### config.mk
export PLATFORM = sky130hd
export DESIGN_NAME = pwr_save_ctrl
export DESIGN_NICKNAME = d
export VERILOG_FILES = /design/src/rtl/pwr_save_ctrl.sv
export SDC_FILE = /design/constraint.sdc
export NUM_CORES = 1
export LEC_CHECK = 0
export CAP_MARGIN = 25
export CORE_UTILIZATION = 35
export CTS_BUF_LIST = sky130_fd_sc_hd__clkbuf_8
export DETAILED_ROUTE_END_ITERATION = 8
export DONT_BUFFER_PORTS = 1
export SETUP_SLACK_MARGIN = 0.3
export SYNTH_ARGS = -nofsm -noshare
export SYNTH_HDL_FRONTEND = slang
export SYNTH_SLANG_ARGS = --single-unit
### constraint.sdc
create_clock -name clk -period 2.15 [get_ports clk]
set_input_delay 0.645 -clock clk [delete_from_list [all_inputs] [get_ports clk]]
set_output_delay 0.645 -clock clk [all_outputs]
set_load 0.02 [all_outputs]
### src/rtl/pwr_save_ctrl.sv
module pwr_save_ctrl #(
  parameter int NIRQ     = 4,
  parameter int PRIO_W   = 3,
  parameter int WAKE_DLY = 4
) (
  input  logic                     clk,
  input  logic                     rst_n,
  input  logic                     save_req,
  input  logic                     save_sleep,
  input  logic [NIRQ-1:0]          irq_pend,
  input  logic [NIRQ-1:0]          irq_en,
  input  logic [NIRQ*PRIO_W-1:0]   irq_prio,
  input  logic [PRIO_W-1:0]        cpu_prio,
  input  logic                     rst_evt,
  input  logic                     wdt_timeout,
  input  logic                     wdt_en,
  input  logic                     ost_done,
  input  logic                     pll_lock,
  input  logic [1:0]               osc_sel,
  input  logic                     lp_keep,
  output logic                     cpu_clk_en,
  output logic                     per_clk_en,
  output logic                     osc_run_en,
  output logic                     wdt_clk_en,
  output logic                     wake_done
);
  localparam int CNT_W = $clog2(WAKE_DLY + 1);
  localparam logic [1:0] OSC_XTAL = 2'd0;
  localparam logic [1:0] OSC_PLL  = 2'd1;
  localparam logic [1:0] OSC_FAST = 2'd2;
  localparam logic [1:0] OSC_LP   = 2'd3;

  typedef enum logic [2:0] {
    S_RUN, S_IDLE, S_SLEEP, S_WAIT_OSC, S_WAIT_LOCK, S_WAIT_DELAY
  } state_t;

  state_t             state, nxt;
  logic [1:0]         osc_hold;
  logic [CNT_W-1:0]   cnt;
  logic               irq_hit, wake, lp_hold;

  always_comb begin
    irq_hit = 1'b0;
    for (int i = 0; i < NIRQ; i++)
      if (irq_pend[i] && irq_en[i] && (irq_prio[i*PRIO_W +: PRIO_W] > cpu_prio))
        irq_hit = 1'b1;
  end

  assign wake    = irq_hit | rst_evt | wdt_timeout;
  assign lp_hold = (osc_hold == OSC_LP) && lp_keep;

  always_comb begin
    nxt = state;
    unique case (state)
      S_RUN:
        if (save_req) nxt = save_sleep ? S_SLEEP : S_IDLE;
      S_IDLE:
        if (wake) nxt = S_RUN;
      S_SLEEP:
        if (wake) begin
          unique case (osc_hold)
            OSC_XTAL: nxt = S_WAIT_OSC;
            OSC_PLL:  nxt = S_WAIT_LOCK;
            OSC_FAST: nxt = S_WAIT_DELAY;
            default:  nxt = lp_keep ? S_RUN : S_WAIT_OSC;
          endcase
        end
      S_WAIT_OSC:
        if (ost_done) nxt = S_RUN;
      S_WAIT_LOCK:
        if (pll_lock) nxt = S_RUN;
      S_WAIT_DELAY:
        if (cnt == '0) nxt = S_RUN;
      default: nxt = S_RUN;
    endcase
  end

  always_ff @(posedge clk or negedge rst_n) begin
    if (!rst_n) begin
      state     <= S_RUN;
      osc_hold  <= OSC_XTAL;
      cnt       <= '0;
      wake_done <= 1'b0;
    end else begin
      state     <= nxt;
      wake_done <= (nxt == S_RUN) && (state != S_RUN);
      if (state == S_RUN && save_req && save_sleep)
        osc_hold <= osc_sel;
      if (state == S_SLEEP)
        cnt <= CNT_W'(WAKE_DLY - 1);
      else if (state == S_WAIT_DELAY && cnt != '0)
        cnt <= cnt - 1'b1;
    end
  end

  assign cpu_clk_en = (state == S_RUN);
  assign per_clk_en = (state == S_RUN) || (state == S_IDLE);
  assign osc_run_en = (state != S_SLEEP) || lp_hold;
  assign wdt_clk_en = (state != S_SLEEP) || wdt_en;
endmodule


# --- After elaboration in Yosys (flattened, before gate mapping) ---
# Cells that the tools add are included.
totals:
  register_bits: 9
  inputBits: 35
  out_inout_bits: 5
  elab_cells: 59
op_classes:
  n_addsub: 1
  n_lt_le_gt_ge: 4
  eq_ne: 9
  mux: 16
  bitwise: 2
  reduce_logical: 23
ops:
  columns: ["op", "count"]
  rows:
  - ["$mux W3", 8]
  - ["$pmux W3 S6", 1]
  - ["$logic_and A1 B1 Y1", 13]
  - ["$gt A3 B3 Y1", 4]
  - ["$logic_not A3 Y1", 3]
  - ["$pmux W3 S3", 1]
  - ["$eq A3 B2 Y1 const B", 2]
  - ["$eq A3 B3 Y1 const B", 2]
  - ["$reduce_bool A3 Y1", 2]
  - ["$eq A2 B2 Y1 const B", 2]
  - ["$mux W1", 4]
  - ["$mux W2", 2]
  - ["$eq A3 B1 Y1 const B", 1]
  - ["$logic_or A1 B1 Y1", 3]
  - ["$ne A3 B2 Y1 const B", 1]
  - ["$sub A3 B1 Y3 const B", 1]
  - ["$eq A2 B1 Y1 const B", 1]
  - ["$logic_not A2 Y1", 1]
  - ["$or A1 B1 Y1", 2]
  - ["$reduce_bool A2 Y1", 1]

# --- Logic depth before layout (Yosys ltp) ---
# Gate-level depths: netlist of the first run.
logic_depth:
  word_depth: 12
  depth_mapped: 8
  ltp_nobuf: 8

# --- Least setup slack after synthesis of the first run ---
# OpenSTA, ideal clock, no wires.
synth_timing:
  kind: "input to register"
  start: "in cpu_prio[1]"
  end: "reg state[0]"
  setup_ps: 125
  arrival_ps: 2100
  t_required_ps: 2025
  slack_ps: -75
  stages: 7
  n_path_buf: 0
  cell_sequence: "inv_1 -> ha_1 -> nor2b_1 -> o311a_1 -> a211oi_2 -> nand4_2 -> mux2_4"
synth_via:
  elab_chain_len: 10
  word_cells_on_any_way: 17
  classes_between: "4 x order compare; 7 x mux; 2 x bitwise; 4 x reduce/logical"
synth_lines:
  columns: ["item", "line_no", "rtl"]
  rows:
  - ["from (decl)", "13", "input logic [PRIO_W-1:0] cpu_prio,"]
  - ["$gt A3 B3 Y1", "45", "if (irq_pend[i] && irq_en[i] && (irq_prio[i*PRIO_W +: PRIO_W] > cpu_prio))"]
  - ["$logic_and A1 B1 Y1", "45", null]
  - ["$mux W1 (3 in a row)", "45", null]
  - ["$mux W1 *", "45", null]
  - ["$or A1 B1 Y1 * (2 in a row)", "49", "assign wake = irq_hit | rst_evt | wdt_timeout;"]
  - ["$mux W3, on equally long branches", "60, 58", null]
  - ["$pmux W3 S6 *", "54", "unique case (state)"]
  - ["via nxt[0]", "37", "state_t state, nxt;"]
  - ["to (signal assigned)", "85", "state <= nxt;"]
  - ["to (decl)", "37", null]
# Mark *: on every way through the listed nets, which the timed path passes. The rest lies on a longest branch.
# A chain may end at the register's enable or synchronous reset.

# --- Worst setup path after layout of the first run ---
# Ends and elaborated chain as after synthesis.

==> flow_metrics.env, run 1 <==
export IMPL_synth_top_area_share_pct=23.38
export IMPL_die_h_um=54.47
export IMPL_die_w_um=54.47
export IMPL_startpoint_type="primary input"
export IMPL_synth_area_leaders="dfrtp_1 23%, ha_1 23%, nor2b_1 5.2%, inv_1 5.1%, nor2_1 3.5%"
export IMPL_fin_nets=172
export IMPL_syn_nets=161
export IMPL_initial_core_util_pct=37.86
export IMPL_routed_wl_um=2029
export IMPL_ioPinCount=40
export IMPL_syn_inst=108
export IMPL_cts_clk_slew_worst_paths_ns=0.05
export IMPL_irDropWorstVdd_mv=0.7009
export IMPL_insertion_delay_ns=0.23
export IMPL_antenna_found_initial=0
export IMPL_core_area_mm2=0.002545
export IMPL_r2r_setup_slack_ns=0.41
export IMPL_grtUsageTotal_pct=16.78
export IMPL_worstPathMaxFanout=4
export IMPL_via_per_inst=5.561
export IMPL_grt_ovfl_total=0
export IMPL_crit_arrival_ns=1.99
export IMPL_yosysSeqAreaShare_pct=23.38
export IMPL_cp_required_ns=2.26
export IMPL_htree_levels=1
export IMPL_setup_viol=0
export IMPL_status="complete, no violations"
export IMPL_synth_top_cell_by_area="dfrtp_1"
export IMPL_r2r_start="cnt[0]$_DFFE_PN0P_"
export IMPL_tightest_slew_ns=0.4219
export IMPL_routabilityCongestion=0.8278
export IMPL_slew_headroom_pct=71.50
export IMPL_drive_above_1_share_pct=22.88
export IMPL_period_needed_ns=1.874
export IMPL_synth_edf_count=0
export IMPL_cp_end_kind="flop"
export IMPL_drtPass1Iterations=3
export IMPL_avgRoutedWirePerCell_um=13.71
export IMPL_portBuffers=0
export IMPL_slew_violations=0
export IMPL_hp_class="primary input to async pin"
export IMPL_p_per_area_mw_per_mm2=1031
export IMPL_ys_flop_type="dfrtp_1"
export IMPL_cts_inserted_buffers=3
export IMPL_period_share_pct=87.18
export IMPL_rr_worst_depth=8
export IMPL_grt_max_degree=16
export IMPL_synthArstFlopShare_pct=100.0
export IMPL_synth_warning_count=0
export IMPL_drv_cap=0
export IMPL_ant_nets=0
export IMPL_finalClockSkew_ns=0.0009789
export IMPL_hold_worst_slack_ns=0.1056
export IMPL_diodes=0
export IMPL_finalSetupTns_ns=0
export IMPL_synth_seq_cells=9
export IMPL_syn2layout_area_growth_pct=20.26
export IMPL_clock_sinks=9
export IMPL_max_freq_ghz=0.5335
export IMPL_fp_row_count=18
export IMPL_dpl_cell_count=140
export IMPL_rsz0062_at_grt="true"
export IMPL_final_hold_viol_count=0
export IMPL_die_area_mm2=0.002966
export IMPL_total_leakage_power_nw=0.5416
export IMPL_ys_types=38
export IMPL_num_vias=823
export IMPL_cts_buffer_depth=2
export IMPL_hpwl_um=1663
export IMPL_grt_pass1_vias=877
export IMPL_worstReg2RegEnd="state[0]$_DFF_PN0_"
export IMPL_worstSetupPathType="primary input to flop"
export IMPL_grt_pass1_wl_um=3553
export IMPL_avgSynthCellArea_um2=8.921
export IMPL_netlist_area_um2=963.4
export IMPL_cts_tree="done"
export IMPL_post_route_drc_count=0
export IMPL_drt_first_iter_violations=5
export IMPL_cts_root_buf="clkbuf_8"
export IMPL_instances_no_fill=148
==> cells by family (layout without fill, tap and decap cells) <==
logic type               Yosys count  count (layout)  share of synthesized area [%]
AO/OA/AOI/OAI                     25              25                          21.17
adder cells (fa/ha/maj)           18              18                          23.38
buffers and inverters             15              25                          5.845
flip-flops                         9               9                          23.38
multiplexers                       4               4                          4.934
AND/OR/NAND/NOR                   37              37                          21.30
==> registers in the layout (all words and copies together), names as in the netlist <==
| name | flops |
|---|---|
| cnt | 3 |
| wake_done | 1 |
| osc_hold | 2 |
| state | 3 |
==> cell usage in the layout (no fill, tap or decap), drive strengths merged, types with 2 or more instances in the layout <==
cell type	synthesis	layout
o21ai	2	2
a21oi	3	3
ha	18	18
mux2	3	3
nand4	2	2
inv	13	14
dfrtp	9	9
a31oi	2	2
buf	0	8
o2111ai	3	3
nand3	5	5
nor2	9	9
o21a	3	3
a211oi	2	2
nand2	4	4
nor2b	8	8
nand2b	3	3
o221ai	2	2
clkbuf	2	3
==> critical path: stages <==
cell	delay (ns)
inv_16	0.04
ha_4	0.18
nor2b_4	0.12
o311a_1	0.29
a211oi_2	0.21
nand4_2	0.18
mux2_4	0.33
==> Yosys cell counts, drive strengths merged, types with 2 or more instances <==
| library cell | n |
|---|---|
| nor2b | 8 |
| ha | 18 |
| nor2 | 9 |
| nand3 | 5 |
| inv | 13 |
| clkbuf | 2 |
| o21a | 3 |
| o221ai | 2 |
| mux2 | 3 |
| dfrtp | 9 |
| nand2 | 4 |
| a31oi | 2 |
| nand2b | 3 |
| o21ai | 2 |
| a21oi | 3 |
| o2111ai | 3 |
| a211oi | 2 |
| nand4 | 2 |
==> per-layer routing <==
layer,global-route usage [%],up-vias,part of all wire [%]
li1,-,415,-
met1,19.87,376,46
met2,29.27,28,47
met3,2.778,4,5.6
met4,7.692,0,1.3
met5,0,-,0
==> power breakdown <==
part / internal [W] / switching (W)
sequential: 0.000240 / 0.0000943
combinational: 0.000329 / 0.000339
clock: 0.000124 / 0.0000682
==> stage by stage <==
step	area, um^2	total power (W)	worst slack [ns]	util [%]
after CTS	1130	0.001158	0.2512	44.40
final	1159	0.001195	0.2756	45.53
after global routing	1159	0.001306	0.1797	45.53
after global placement	1049	0.0009140	0.007972	41.20
after detailed placement	1049	0.0009299	-0.04684	41.20
after floorplan	988.4	0.0007808	0.04595	-
==> what timing repair did <==
action                                  in CTS  in global routing
setup buffers                                1                  3
hold buffers                                 0                  0
pin swaps                                    3                  2
endpoints found under the setup margin       4                  8
resized for setup                            7                  2
gates cloned                                 0                  0
==> worst max-delay path by stage <==
| stage | startpoint | end | slack [ns] | cells after the start |
|---|---|---|---|---|
| final | cpu_prio[1] | state[0]$_DFF_PN0_ | 0.28 | 7 |
| after global routing | cpu_prio[1] | state[0]$_DFF_PN0_ | 0.18 | 7 |
| after CTS | cpu_prio[1] | state[0]$_DFF_PN0_ | 0.25 | 7 |
| after detailed placement | cpu_prio[1] | state[0]$_DFF_PN0_ | -0.05 | 7 |
| after global placement | cpu_prio[1] | state[0]$_DFF_PN0_ | 0.008 | 7 |
| after floorplan | cpu_prio[1] | state[0]$_DFF_PN0_ | 0.05 | 7 |
==> cell type report <==
cell class / instances / area (um^2)
inverters: 13 / 65.06
repair buffers: 8 / 63.81
multi-input cells: 84 / 719.4
fillers: 253 / 1386
clock inverters: 1 / 3.754
clock buffers: 3 / 41.29
flip-flops and latches: 9 / 227.7
well taps: 30 / 37.54
No activity file was read; power rests on OpenSTA's default activity.
==> inputs of run 2 (changes only) <==
CORE_ASPECT_RATIO = 0.7   (was unset)
SLEW_MARGIN = 20   (was unset)
==> flow_metrics.env, run 2 (synthesis gave the netlist of run 1 again) <==
export IMPL_status="complete, no violations"
export IMPL_drt_first_iter_violations=9
export IMPL_finalClockSkew_ns=0.003649
export IMPL_top_layer="met4"
export IMPL_slew_violations=0
export IMPL_ioPinCount=40
export IMPL_cts_hold_fix_buffers=0
export IMPL_cts_inserted_buffers=3
export IMPL_cts_clk_slew_worst_paths_ns=0.05
export IMPL_max_freq_ghz=0.5307
export IMPL_hp_class="primary input to async pin"
export IMPL_drv_cap=0
export IMPL_layout_common_cells="16 x ha_1, 13 x inv_1, 11 x buf_4"
export IMPL_fin_nets=175
export IMPL_cp_required_ns=2.26
export IMPL_p_per_area_mw_per_mm2=1027
export IMPL_diodes=0
export IMPL_syn2layout_area_growth_pct=23.51
export IMPL_cp_end_kind="flop"
export IMPL_num_vias=838
export IMPL_slew_headroom_pct=70.97
export IMPL_antenna_found_initial=0
export IMPL_met3_wirelength_um=113
export IMPL_cts_tree="done"
export IMPL_die_h_um=45.90
export IMPL_core_area_mm2=0.002534
export IMPL_insertion_delay_ns=0.23
export IMPL_die_w_um=64.71
export IMPL_period_share_pct=87.64
export IMPL_crit_arrival_ns=2.00
export IMPL_final_common_cell="ha_1"
export IMPL_grt_pass1_vias=842
export IMPL_grt_max_degree=16
export IMPL_initial_core_util_pct=38.02
export IMPL_final_hold_viol_count=0
export IMPL_reg_top3="cnt x3, state x3, osc_hold x2"
export IMPL_place_area_mm2=0.001061
export IMPL_tightest_slew_ns=0.4299
export IMPL_wl_met1_um=1072
export IMPL_final_core_util_pct=46.96
export IMPL_cts_buffer_depth=2
export IMPL_hpwl_um=1742
export IMPL_die_area_mm2=0.002970
export IMPL_fp_row_count=15
export IMPL_avgRoutedWirePerCell_um=14.26
export IMPL_drtPass1Iterations=4
export IMPL_worst_slack_ns=0.2658
export IMPL_grt_ovfl_total=0
export IMPL_cts_root_buf="clkbuf_8"
export IMPL_grt_pass1_wl_um=3663
export IMPL_portBuffers=0
export IMPL_htree_levels=1
export IMPL_routabilityCongestion=0.8610
export IMPL_rsz0062_at_grt="true"
export IMPL_via_per_inst=5.406
export IMPL_setup_viol=0
export IMPL_drive_above_1_share_pct=26.45
export IMPL_pre_cts_ws_ns=-0.03803
export IMPL_grtUsageTotal_pct=16.54
export IMPL_clock_sinks=9
export IMPL_final_area_mm2=0.001190
export IMPL_wl_met2_um=1019
export IMPL_routed_wl_um=2210
export IMPL_total_leakage_power_nw=0.5565
export IMPL_worstPathMaxFanout=4
export IMPL_ant_nets=0
export IMPL_worstSetupPathType="primary input to flop"
export IMPL_startpoint_type="primary input"
export IMPL_post_route_drc_count=0
export IMPL_irDropWorstVdd_mv=0.5416
export IMPL_period_needed_ns=1.884
==> run 2: repair_timing <==
| action | 4_1_cts | 5_1_grt |
|---|---|---|
| endpoints found under the hold margin | 0 | 0 |
| endpoints found under the setup margin | 5 | 8 |
| pin swaps | 3 | 2 |
| gates resized for setup | 7 | 3 |
| setup buffers | 1 | 5 |
==> run 2: area by class of cell <==
class                      instances  area (um^2)
inverter                          13        65.06
fill                             258         1344
tap                               34        42.54
clock inverter                     1        3.754
sequential                         9        227.7
clock buffer                       3        41.29
multi-input combinational         84        726.9
timing repair buffer              11        82.58
==> run 2: power by group <==
| part | internal [W] | switching (W) |
|---|---|---|
| Combinational | 0.000344 | 0.000364 |
| Sequential | 0.000240 | 0.0000821 |
| Clock | 0.000125 | 0.0000686 |
==> run 2: metal layers <==
layer  vias to the layer above  global-route usage (%)
met1                       392                   22.11
met5                         -                       0
met2                        27                   27.29
met3                         2                   5.000
met4                         0                   1.778
li1                        417                       -
==> run 2: critical path: stages <==
cell and delay [ns]:
inv_16 0.02, ha_1 0.27, nor2b_1 0.14, o21a_1 0.16, o2111ai_1 0.23, nand4_2 0.20, mux2_4 0.33
==> run 2: path summary, 6_finish.rpt <==
path	from	endpoint	slack, ns	cells past startpoint
max	cpu_prio[1]	state[0]$_DFF_PN0_	0.27	7
min	rst_n	cnt[2]$_DFFE_PN0P_	0.10	0
max reg2reg	cnt[0]$_DFFE_PN0P_	state[0]$_DFF_PN0_	0.40	8
min reg2reg	osc_hold[0]$_DFFE_PN0P_	osc_hold[0]$_DFFE_PN0P_	0.56	1
max in group asynchronous	rst_n	state[0]$_DFF_PN0_	1.96	0
min in group clk	osc_sel[1]	osc_hold[1]$_DFFE_PN0P_	0.54	1
==> run 2: through the flow <==
| stage | cells | total power, W | hold slack [ns] | setup TNS (ns) |
|---|---|---|---|---|
| floorplan | 108 | 0.0007808 | 0.3494 | 0 |
| global placement | 145 | 0.0009144 | 0.3496 | 0 |
| detailed placement | 145 | 0.0009296 | 0.3496 | -0.03803 |
| CTS | 150 | 0.001156 | 0.1009 | 0 |
| global route | 155 | 0.001338 | 0.09340 | 0 |
| finish | 155 | 0.001222 | 0.1046 | 0 |
==> inputs of run 3 (changes only) <==
CORE_ASPECT_RATIO = unset   (was 0.7)
CORE_UTILIZATION = 55   (was 35)
PLACE_DENSITY = 0.7   (was unset)
==> flow_metrics.env, run 3 (synthesis gave the netlist of run 1 again) <==
export IMPL_cts_tree="done"
export IMPL_final_common_cell="ha_1"
export IMPL_slowest_stage="dfrtp_2"
export IMPL_power_frac_seq_pct=30.7
export IMPL_setup_viol=0
export IMPL_crit_arrival_ns=1.24
export IMPL_grt_pass1_vias=801
export IMPL_htree_levels=1
export IMPL_status="complete, but fails checks"
export IMPL_worstPathMaxFanout=9
export IMPL_worst_slack_ns=0.2695
export IMPL_grtUsageTotal_pct=22.16
export IMPL_clock_sinks=9
export IMPL_rsz0062_at_grt="true"
export IMPL_met1_usage_pct=25.19
export IMPL_diodes=0
export IMPL_drive_above_1_share_pct=21.05
export IMPL_die_h_um=43.86
export IMPL_max_freq_ghz=0.5318
export IMPL_startpoint_type="flop"
export IMPL_total_leakage_power_nw=0.5074
export IMPL_reg_top3="cnt x3, state x3, osc_hold x2"
export IMPL_cts_root_buf="clkbuf_8"
export IMPL_met2_usage_pct=39.10
export IMPL_grt_pass1_wl_um=3084
export IMPL_slew_headroom_pct=71.82
export IMPL_cp_required_ns=1.50
export IMPL_cts_buffer_depth=2
export IMPL_finalClockSkew_ns=0.003159
export IMPL_p_sw_w=0.0004892
export IMPL_power_total_w=0.001138
export IMPL_routed_wl_um=1906
export IMPL_busiest_layer="met2"
export IMPL_drtPass1Iterations=6
export IMPL_routabilityCongestion=0.8512
export IMPL_hp_class="primary input to async pin"
export IMPL_final_hold_viol_count=0
export IMPL_pre_cts_ws_ns=-0.02549
export IMPL_ant_nets=0
export IMPL_period_share_pct=87.47
export IMPL_cts_clk_slew_worst_paths_ns=0.05
export IMPL_die_w_um=43.86
export IMPL_internal_power_w=0.0006487
export IMPL_fp_row_count=14
export IMPL_p_per_area_mw_per_mm2=1024
export IMPL_insertion_delay_ns=0.23
export IMPL_violations="DRC"
export IMPL_swShare_pct=42.99
export IMPL_tightest_slew_ns=0.4172
export IMPL_syn2layout_area_growth_pct=15.33
export IMPL_irDropWorstVdd_mv=0.7037
export IMPL_pwr_share_clk_pct=16.8
export IMPL_antenna_found_initial=0
export IMPL_crit_path_cell_trace="nand2b_4 -> or3_4"
export IMPL_grt_ovfl_total=0
export IMPL_drt_first_iter_violations=10
export IMPL_portBuffers=0
export IMPL_cp_end_kind="primary output"
export IMPL_comb_power_share_pct=52.5
export IMPL_hpwl_um=1559
export IMPL_initial_core_util_pct=61.11
export IMPL_die_area_mm2=0.001923
export IMPL_grt_max_degree=16
export IMPL_worstSetupPathType="flop to primary output"
export IMPL_cp_slowest_stage_delay_ns=0.45
export IMPL_core_area_mm2=0.001577
export IMPL_via_per_inst=6.277
export IMPL_slew_violations=0
export IMPL_post_route_drc_count=3
export IMPL_period_needed_ns=1.881
export IMPL_fin_nets=168
export IMPL_avgRoutedWirePerCell_um=14.66
export IMPL_ioPinCount=40
export IMPL_gr_usage_met3_pct=7.917
export IMPL_layout_common_cells="16 x ha_1, 12 x inv_1, 8 x nor2_1, 8 x nor2b_1, 7 x dfrtp_1"
export IMPL_num_vias=816
export IMPL_drv_cap=0
export IMPL_cts_hold_fix_buffers=0
export IMPL_cts_inserted_buffers=3
[run 3: cell count changes in the layout (fill, tap and decap cells not counted), sizes merged]
cell,delta
buf,-7
inv,-1
clkinvlp,+1
[run 3: final timing paths]
| path | start | endpoint | slack [ns] | depth (start not counted) |
|---|---|---|---|---|
| min in group clk | osc_sel[1] | osc_hold[1]$_DFFE_PN0P_ | 0.54 | 1 |
| hold reg to reg | osc_hold[0]$_DFFE_PN0P_ | osc_hold[0]$_DFFE_PN0P_ | 0.57 | 1 |
| max in group asynchronous | rst_n | state[0]$_DFF_PN0_ | 1.96 | 0 |
| setup / recovery | state[0]$_DFF_PN0_ | wdt_clk_en | 0.27 | 2 |
| setup reg to reg | cnt[0]$_DFFE_PN0P_ | state[0]$_DFF_PN0_ | 0.41 | 8 |
| hold / removal | rst_n | state[2]$_DFF_PN0_ | 0.11 | 0 |
[run 3: per-stage QoR]
stage	setup TNS [ns]	hold WS [ns]	cell area [um^2]	cells	utilization, %
3_3_place_gp	0	0.3496	1031	126	65.40
3_5_place_dp	-0.02549	0.3496	1031	126	65.40
2_1_floorplan	0	0.3494	988.4	108	-
6_report	0	0.1059	1111	130	70.48
4_1_cts	0	0.09830	1099	130	69.68
5_1_grt	0	0.08923	1111	130	70.48
[run 3: final cells by class]
type	count	area (um^2)
inverters	13	68.82
well taps	16	20.02
clock buffers	3	41.29
clock inverters	1	3.754
multi-input cells	84	719.4
fillers	136	465.4
flip-flops and latches	9	227.7
repair buffers	4	30.03
[run 3: metal layers]
metal	vias to the layer above	share of wire, %
met5	-	0
met4	0	0
met3	0	4.7
met2	29	53
met1	377	43
li1	410	-
[run 3: worst max-delay path: cells and delay by family, from the launching register on]
family | cells | cell delay (ns)
AND/OR/NAND/NOR | 2 | 0.56
flip-flops | 1 | 0.45
[run 3: power by group through the flow]
stage	clock, W	sequential, W	combinational, W
floorplan	0	0.000300	0.000481
global placement	0	0.000332	0.000561
detailed placement	0	0.000339	0.000576
CTS	0.000199	0.000344	0.000597
global route	0.000209	0.000362	0.000678
finish	0.000191	0.000349	0.000598
[run 3: what timing repair did]
action,CTS,global route
pin swaps,4,2
buffers inserted,0,0
hold endpoints to repair,0,0
resized for setup,6,4
setup endpoints to repair,5,6
